--- config.mk ---
export PLATFORM = sky130hd
export DESIGN_NAME = regport_ctrl
export DESIGN_NICKNAME = d
export VERILOG_FILES = /design/src/rtl/regsel_pkg.sv /design/src/rtl/regsel_decode.sv /design/src/rtl/regsel_exinfo.sv /design/src/rtl/regsel_hazard.sv /design/src/rtl/regport_ctrl.sv
export SDC_FILE = /design/constraint.sdc
export NUM_CORES = 1
export LEC_CHECK = 0
export ABC_AREA = 1
export CAP_MARGIN = 20
export CORE_AREA = 4 4 41 43
export DETAILED_ROUTE_END_ITERATION = 7
export DIE_AREA = 0 0 45 47
export PLACE_DENSITY = 0.81
export SYNTH_ARGS = -nofsm -noshare
export SYNTH_HDL_FRONTEND = slang
export SYNTH_SLANG_ARGS = --single-unit
--- constraint.sdc ---
create_clock -name vclk -period 2.2
set_clock_uncertainty 0.2 [all_clocks]
set_input_delay 0.22 -clock vclk [all_inputs]
set_output_delay 0.22 -clock vclk [all_outputs]
set_load 0.1 [all_outputs]
--- src/rtl/regsel_pkg.sv ---
// Package: shared widths, opcode codes and selector types for the
// register port selector. Assumes a 4-bit opcode and 16 registers.
package regsel_pkg;
    parameter int REG_W = 4;
    parameter int OP_W  = 4;

    localparam logic [REG_W-1:0] ZERO_REG = '0;
    localparam logic [REG_W-1:0] LINK_REG = {REG_W{1'b1}};

    parameter logic [OP_W-1:0] OP_ADD   = 4'd0;
    parameter logic [OP_W-1:0] OP_SUB   = 4'd1;
    parameter logic [OP_W-1:0] OP_ADDI  = 4'd2;
    parameter logic [OP_W-1:0] OP_RR    = 4'd3;
    parameter logic [OP_W-1:0] OP_LW    = 4'd8;
    parameter logic [OP_W-1:0] OP_LB    = 4'd9;
    parameter logic [OP_W-1:0] OP_SW    = 4'd10;
    parameter logic [OP_W-1:0] OP_SB    = 4'd11;
    parameter logic [OP_W-1:0] OP_JAL   = 4'd12;
    parameter logic [OP_W-1:0] OP_CALL  = 4'd13;
    parameter logic [OP_W-1:0] OP_IMM   = 4'd14;
    parameter logic [OP_W-1:0] OP_BR    = 4'd15;

    typedef enum logic [1:0] {ASRC_RA, ASRC_RD, ASRC_ZERO} asrc_e;
    typedef enum logic       {BSRC_RB, BSRC_RD}            bsrc_e;
endpackage

--- src/rtl/regsel_decode.sv ---
// regsel_decode: picks the read-phase register numbers for ports A and B
// from the decode-stage instruction. Assumes opcodes from regsel_pkg;
// unlisted opcodes read RD on port A and RB on port B.
module regsel_decode
    import regsel_pkg::*;
(
    input  logic [OP_W-1:0]  dc_op,
    input  logic [REG_W-1:0] dc_rd,
    input  logic [REG_W-1:0] dc_ra,
    input  logic [REG_W-1:0] dc_rb,
    output logic [REG_W-1:0] rd_num_a,
    output logic [REG_W-1:0] rd_num_b
);
    asrc_e a_src;
    bsrc_e b_src;

    // Classify the opcode into port A and port B field sources.
    always_comb begin
        a_src = ASRC_RD;
        b_src = BSRC_RB;
        case (dc_op)
            OP_ADD, OP_SUB, OP_ADDI,
            OP_LW, OP_LB, OP_JAL:     a_src = ASRC_RA;
            OP_SW, OP_SB: begin
                a_src = ASRC_RA;
                b_src = BSRC_RD;
            end
            OP_CALL:                  a_src = ASRC_ZERO;
            default:                  a_src = ASRC_RD;
        endcase
    end

    // Turn the chosen sources into register numbers.
    always_comb begin
        case (a_src)
            ASRC_RA:   rd_num_a = dc_ra;
            ASRC_ZERO: rd_num_a = ZERO_REG;
            default:   rd_num_a = dc_rd;
        endcase
        rd_num_b = (b_src == BSRC_RD) ? dc_rd : dc_rb;
    end
endmodule

--- src/rtl/regsel_exinfo.sv ---
// regsel_exinfo: derives the effective write destination of the execute
// instruction and whether it will really retire a result. Assumes that
// call always links into the top register.
module regsel_exinfo
    import regsel_pkg::*;
(
    input  logic [OP_W-1:0]  ex_op,
    input  logic [REG_W-1:0] ex_rd,
    input  logic             ex_annul,
    output logic [REG_W-1:0] wr_dest,
    output logic             res_valid
);
    logic makes_result;

    // Work out the destination and whether the opcode produces a value.
    always_comb begin
        wr_dest = (ex_op == OP_CALL) ? LINK_REG : ex_rd;
        case (ex_op)
            OP_SW, OP_SB, OP_IMM, OP_BR: makes_result = 1'b0;
            default:                     makes_result = 1'b1;
        endcase
    end

    // A result retires only if not annulled and not aimed at register 0.
    always_comb begin
        res_valid = makes_result && !ex_annul && (wr_dest != ZERO_REG);
    end
endmodule

--- src/rtl/regsel_hazard.sv ---
// regsel_hazard: raises the A-operand bypass select when the decode-stage
// port A source is the register that the execute stage is about to write.
// Assumes res_valid already excludes annulled, non-writing and r0 cases.
module regsel_hazard
    import regsel_pkg::*;
(
    input  logic [REG_W-1:0] rd_num_a,
    input  logic [REG_W-1:0] wr_dest,
    input  logic             res_valid,
    output logic             fwd
);
    // Compare the source number against the live destination.
    always_comb begin
        fwd = res_valid && (rd_num_a == wr_dest);
    end
endmodule

--- src/rtl/regport_ctrl.sv ---
// regport_ctrl: register file port numbering, write enable and A bypass.
// Ports carry decode sources while phase_hi is 1 and the execute
// destination while it is 0. Purely combinational; assumes the caller
// holds all inputs in pipeline registers.
module regport_ctrl
    import regsel_pkg::*;
(
    input  logic             phase_hi,
    input  logic             advance,
    input  logic [3:0]       dc_op,
    input  logic [3:0]       dc_rd,
    input  logic [3:0]       dc_ra,
    input  logic [3:0]       dc_rb,
    input  logic [3:0]       ex_op,
    input  logic [3:0]       ex_rd,
    input  logic             ex_annul,
    output logic [3:0]       port_a,
    output logic [3:0]       port_b,
    output logic             wr_en,
    output logic             fwd_a
);
    logic [REG_W-1:0] rd_num_a;
    logic [REG_W-1:0] rd_num_b;
    logic [REG_W-1:0] wr_dest;
    logic             res_valid;

    regsel_decode u_dec (
        .dc_op    (dc_op),
        .dc_rd    (dc_rd),
        .dc_ra    (dc_ra),
        .dc_rb    (dc_rb),
        .rd_num_a (rd_num_a),
        .rd_num_b (rd_num_b)
    );

    regsel_exinfo u_ex (
        .ex_op     (ex_op),
        .ex_rd     (ex_rd),
        .ex_annul  (ex_annul),
        .wr_dest   (wr_dest),
        .res_valid (res_valid)
    );

    regsel_hazard u_haz (
        .rd_num_a  (rd_num_a),
        .wr_dest   (wr_dest),
        .res_valid (res_valid),
        .fwd       (fwd_a)
    );

    // Time-multiplex the port numbers by phase; gate the write enable.
    always_comb begin
        port_a = phase_hi ? rd_num_a : wr_dest;
        port_b = phase_hi ? rd_num_b : wr_dest;
        wr_en  = advance && res_valid;
    end

    // Cross-module checks on the composed outputs.
    always_comb begin
        if (wr_en) begin
            assert_we_needs_adv_R6: assert (advance);
            assert_we_not_r0_R8: assert (ex_annul == 1'b0 && !(ex_op != OP_CALL && ex_rd == ZERO_REG));
        end
        if (!phase_hi) begin
            assert_write_phase_same_R5: assert (port_a == port_b);
        end
        if (!phase_hi && ex_op == OP_CALL) begin
            assert_call_writes_link_R5: assert (port_a == LINK_REG);
        end
        if (phase_hi && dc_op == OP_CALL) begin
            assert_call_reads_zero_R3: assert (port_a == ZERO_REG);
        end
        if (fwd_a) begin
            assert_no_fwd_annulled_R10: assert (!ex_annul);
        end
    end
endmodule

* Word level (Yosys, flattened, before mapping)
Index checks and enable logic that the tools add are counted.
** Word-level totals
- Register bits :: 0
- Input bits :: 27
- Output and inout bits :: 10
- Word-level logic and storage cells :: 34
** Cells by class
- Equality and inequality tests :: 15
- Muxes and demuxes :: 8
- Reductions and logical operators :: 11
** Operator list (count)
- 4-bit == test (second input constant) :: 11
- 4-bit two-way mux :: 4
- 4-bit one-hot mux with 2 select lines :: 1
- 8-bit OR reduction :: 1
- 4-bit by 1-bit == test with 1-bit output (second input constant) :: 1
- 4-bit by 2-bit == test with 1-bit output (second input constant) :: 1
- 4-bit == test :: 1
- 1-bit logical AND :: 4
- 4-bit logical NOT :: 1
- 2-bit one-hot mux with 2 select lines :: 1
- 4-bit nonzero test :: 1
- 4-bit OR reduction :: 1
- 2-bit == test (second input constant) :: 1
- 2-bit logical NOT :: 1
- 1-bit two-way mux :: 2
- 2-bit OR reduction :: 1
- 1-bit logical NOT :: 1

* Logic depth before layout (Yosys ltp)
- Depth in word-level cells :: 7
- Mapped depth :: 11
- Mapped depth without buffers :: 11

* Cells and area by module
From an unflattened synthesis, not the netlist that was laid out.
** Second synthesis, totals
- Cell total of the unflattened synthesis :: 99
- Area, all modules :: 446.7 um2
** Modules (own cells, without submodules)
- regsel_decode :: times used 1, cells an instance 37, area an instance 161.4 um2, seq. area each 0.0 um2
- regport_ctrl :: times used 1, cells an instance 24, area an instance 112.6 um2, seq. area each 0.0 um2
- regsel_exinfo :: times used 1, cells an instance 18, area an instance 86.3 um2, seq. area each 0.0 um2
- regsel_hazard :: times used 1, cells an instance 20, area an instance 86.3 um2, seq. area each 0.0 um2

* Worst setup path before layout
OpenSTA, ideal clock, no wires.
- Kind :: input-to-output
- From :: input dc_op[1]
- To :: output port_a[0]
- Arrival time :: 2.788 ns
- Required time :: 1.780 ns
- Setup slack :: -1.008 ns
- Cell stages on the path :: 7
- Buffers on the path :: 0
- Cell sequence :: inv_1 -> nand3_2 -> nand2_2 -> nand2_1 -> nand2_1 -> inv_1 -> o21ai_0
** Between the ends
- Longest elaborated chain between the ends :: 6
- Elaborated cells on any way between the ends :: 15
- Those cells by class :: eq/ne (9); mux (3); reduce/logical (3)
** Ends and longest elaborated chain
- from (decl) :: RTL line regport_ctrl.sv:10 : input logic [3:0] dc_op,
- 4-bit by 1-bit == test with 1-bit output (tied with other cells) :: RTL line regsel_decode.sv:21 : case (dc_op)
- 8-bit OR reduction (no source line)
- 2-bit one-hot mux with 2 select lines * :: RTL line regsel_decode.sv:21
- 2-bit == test or 2-bit logical NOT (tied branches) :: RTL line regsel_decode.sv:35 : case (a_src)
- 4-bit one-hot mux with 2 select lines * :: RTL line regsel_decode.sv:35
- 4-bit two-way mux * :: RTL line regport_ctrl.sv:53 : port_a = phase_hi ? rd_num_a : wr_dest;
- to (decl) :: RTL line regport_ctrl.sv:17 : output logic [3:0] port_a,
Mark *: on every way between the ends. The rest lies on a longest branch, timed or not.

* Worst setup path in the final report
- From :: input dc_op[3]
- To :: output fwd_a
** Between the ends
- Longest elaborated chain between the ends :: 7
- Elaborated cells on any way between the ends :: 16
- Those cells by class :: eq/ne (10); mux (2); reduce/logical (4)
** Ends and longest elaborated chain
- 4-bit by 1-bit == test with 1-bit output (tied with other cells) :: RTL line regsel_decode.sv:21
- 8-bit OR reduction (no source line)
- 2-bit one-hot mux with 2 select lines * :: RTL line regsel_decode.sv:21
- 2-bit == test or 2-bit logical NOT (tied branches) :: RTL line regsel_decode.sv:35
- 4-bit one-hot mux with 2 select lines * :: RTL line regsel_decode.sv:35
- 4-bit == test * :: RTL line regsel_hazard.sv:14 : fwd = res_valid && (rd_num_a == wr_dest);
- 1-bit logical AND * :: RTL line regsel_hazard.sv:14
- to (decl) :: RTL line regport_ctrl.sv:20 : output logic fwd_a
Marked as above.

==> flow_summary.toml <==
[layout]
n_antenna_cell = 0
seq_cell_count = 0
syn_to_final_growth_pct = 145
final_area_um2 = 955
regArea_um2 = 0
drive_above_1_share = 0.286
final_nets = 148
clock_buffers = 0

[sta]
tightest_slew_ns = 0.286
fmax_ghz = 0.522
period_needed_ns = 1.91
max-slew-margin-rel = 0.808
setup_viol = 0
rsz0062_at_grt = "false"
min_period_over_period = 0.870
drv_slew = 0
finalHoldViolCount = 0
timing.hold.ws_ns = 0.746

[critical_path]
path_class = "input port to output pin"
required_ns = 1.78
cp_max_fo = 5
start_kind = "input port"
cp-end-kind = "output pin"
arrival_ns = 1.49

[placement]
dp_hpwl_um = 1280
gp_congestion = 0.776
placed_area_um2 = 902
port-buffer-count = 37

[pwr]
max-vdd-ir-drop_v = 0.000320
cellPowerDensity_nw_per_um2 = 342
p_leak_nw = 0.508

[route]
num_vias = 640
wl_per_cell_um = 12.1
routed_via_density = 4.78
drc = 0
first_pass_iters = 4
ant_nets = 0
routed_wl_um = 1620
drt-initial-drc-count = 14

[worst_hold_path]
min_path_type = "input port to output pin"
hold_depth = 5
hp-start = "ex_op[3]"
whs_endpoint = "wr_en"

[yosys]
synth_fp_nets = 107
postSynthCellCount = 80
synth_top_area_share = 0.251
synth-xor-area-share = 0.0418
syn_area_per_cell_um2 = 4.86
yosysSeqAreaShare = 0
synth_area_leaders = "nand2_1 25%, inv_1 14%, o21ai_0 12%"
synth_simple_gate_area_share = 0.662
yosysTopAreaCell = "nand2_1"
yosysWarnings = 0
synth-adder-area-share = 0
synth.area.mux_share = 0
synth_compound_area_frac = 0.141
synth_top_family_by_area = "simple AND/OR/NAND/NOR gates"
synth_area_um2 = 389
synth_cell_types = 18

[floorplan]
start_util = 0.299
core-area_um2 = 1300
io_pins = 37
chipWidth_um = 45
row_count = 13
die-height_um = 47
die-area_um2 = 2120

[clock_network]
hold_buffers = 0

[global_route]
grt_max_degree = 8
track_usage = 0.138
grt_pass1_wl_um = 2300
grt_overflow_total = 0
antenna_found_initial = 0
grt_pass1_vias = 618

[job]
drv_cap = 0

[status]
status = "finished, final reports clean"
-- placed cells by master, fill, tap and decap left out --
master / n
clkdlybuf4s50_1: 19
nand2_2: 4
o21ai_0: 4
nor3_4: 1
nand4_1: 4
nand3_4: 1
nor3_2: 1
o21ai_2: 5
inv_2: 3
nand2_1: 24
nor3_1: 1
xor2_2: 1
nor2_1: 7
nand3_1: 3
buf_12: 10
a21oi_1: 1
buf_4: 2
nor2_2: 3
clkinv_1: 1
inv_1: 12
dlymetal6s2s_1: 8
o21ai_1: 1
nand3_2: 2
nand2_4: 1
-- metal layers --
metal | track usage | vias to the layer above | part of all wire
met3 | 0.0230 | 0 | 0.11
met4 | 0 | 0 | 0
met2 | 0.277 | 34 | 0.51
met5 | 0 | - | 0
met1 | 0.160 | 275 | 0.38
li1 | - | 331 | -
-- cell type report --
| class | instances | area (um2) |
|---|---|---|
| fill | 102 | 347 |
| inverter | 16 | 60.1 |
| multi-input combinational | 64 | 370 |
| tap | 15 | 18.8 |
| timing repair buffer | 39 | 505 |
-- synth_stat cells --
cell and n:
nand2_4 1, o21ai_1 1, clkinv_1 1, xor2_2 1, inv_1 14, nor3_2 1
nand3_1 4, nor3_1 1, a21oi_1 1, nand3_2 2, nand2_1 26, o21ai_0 9
nor2_2 1, nand2_2 2, nor2_1 9, inv_2 1, nor3_4 1, nand4_1 4
-- power breakdown --
part	leakage, nW	switching (mW)	total [mW]	internal, mW
registers	0	0	0	0
logic	0.508	0.198	0.326	0.129
clock network	0	0	0	0
total	0.508	0.198	0.326	0.129
-- per-stage QoR --
stage	power (mW)	setup TNS, ns	setup WS (ns)	utilization	instances
detailed placement	0.321	0	0.0162	0.693	132
global placement	0.318	0	0.0644	0.693	132
finish	0.326	0	0.286	0.734	134
CTS	0.321	0	0.00720	0.693	132
global route	0.342	0	0.166	0.734	134
floorplan	0.183	-0.251	-0.251	-	80
-- repair_timing --
| action | 4_1_cts | 5_1_grt |
|---|---|---|
| gates resized for setup | 0 | 14 |
| buffers inserted | 0 | 2 |
| endpoints found under the setup margin | 0 | 1 |
-- cell families after synthesis --
family,Yosys count
AO/OA/AOI/OAI,11
XOR/XNOR,1
buffers and inverters,16
AND/OR/NAND/NOR,52
-- worst max path at each step --
stage                  start   endpoint  slack [ns]  depth (start not counted)
finish              dc_op[3]      fwd_a        0.29                         13
global route        dc_op[3]      fwd_a        0.17                         13
CTS                 ex_op[3]      fwd_a       0.007                         12
detailed placement  ex_op[3]      fwd_a        0.02                         12
global placement    dc_op[3]      fwd_a        0.06                         12
floorplan           dc_op[1]  port_a[0]       -0.25                          7
-- critical path: stages --
cell            delay [ns]
dlymetal6s2s_1        0.19
inv_2                 0.09
nand3_2               0.08
nand2_4               0.09
nand2_2               0.07
nand2_1               0.06
nand2_1               0.07
nand2_1               0.06
nand2_1               0.05
nor2_1                0.10
nand2_1               0.07
nor2_2                0.15
buf_12                0.19
Note: power is estimated with default switching activity, not from simulation.
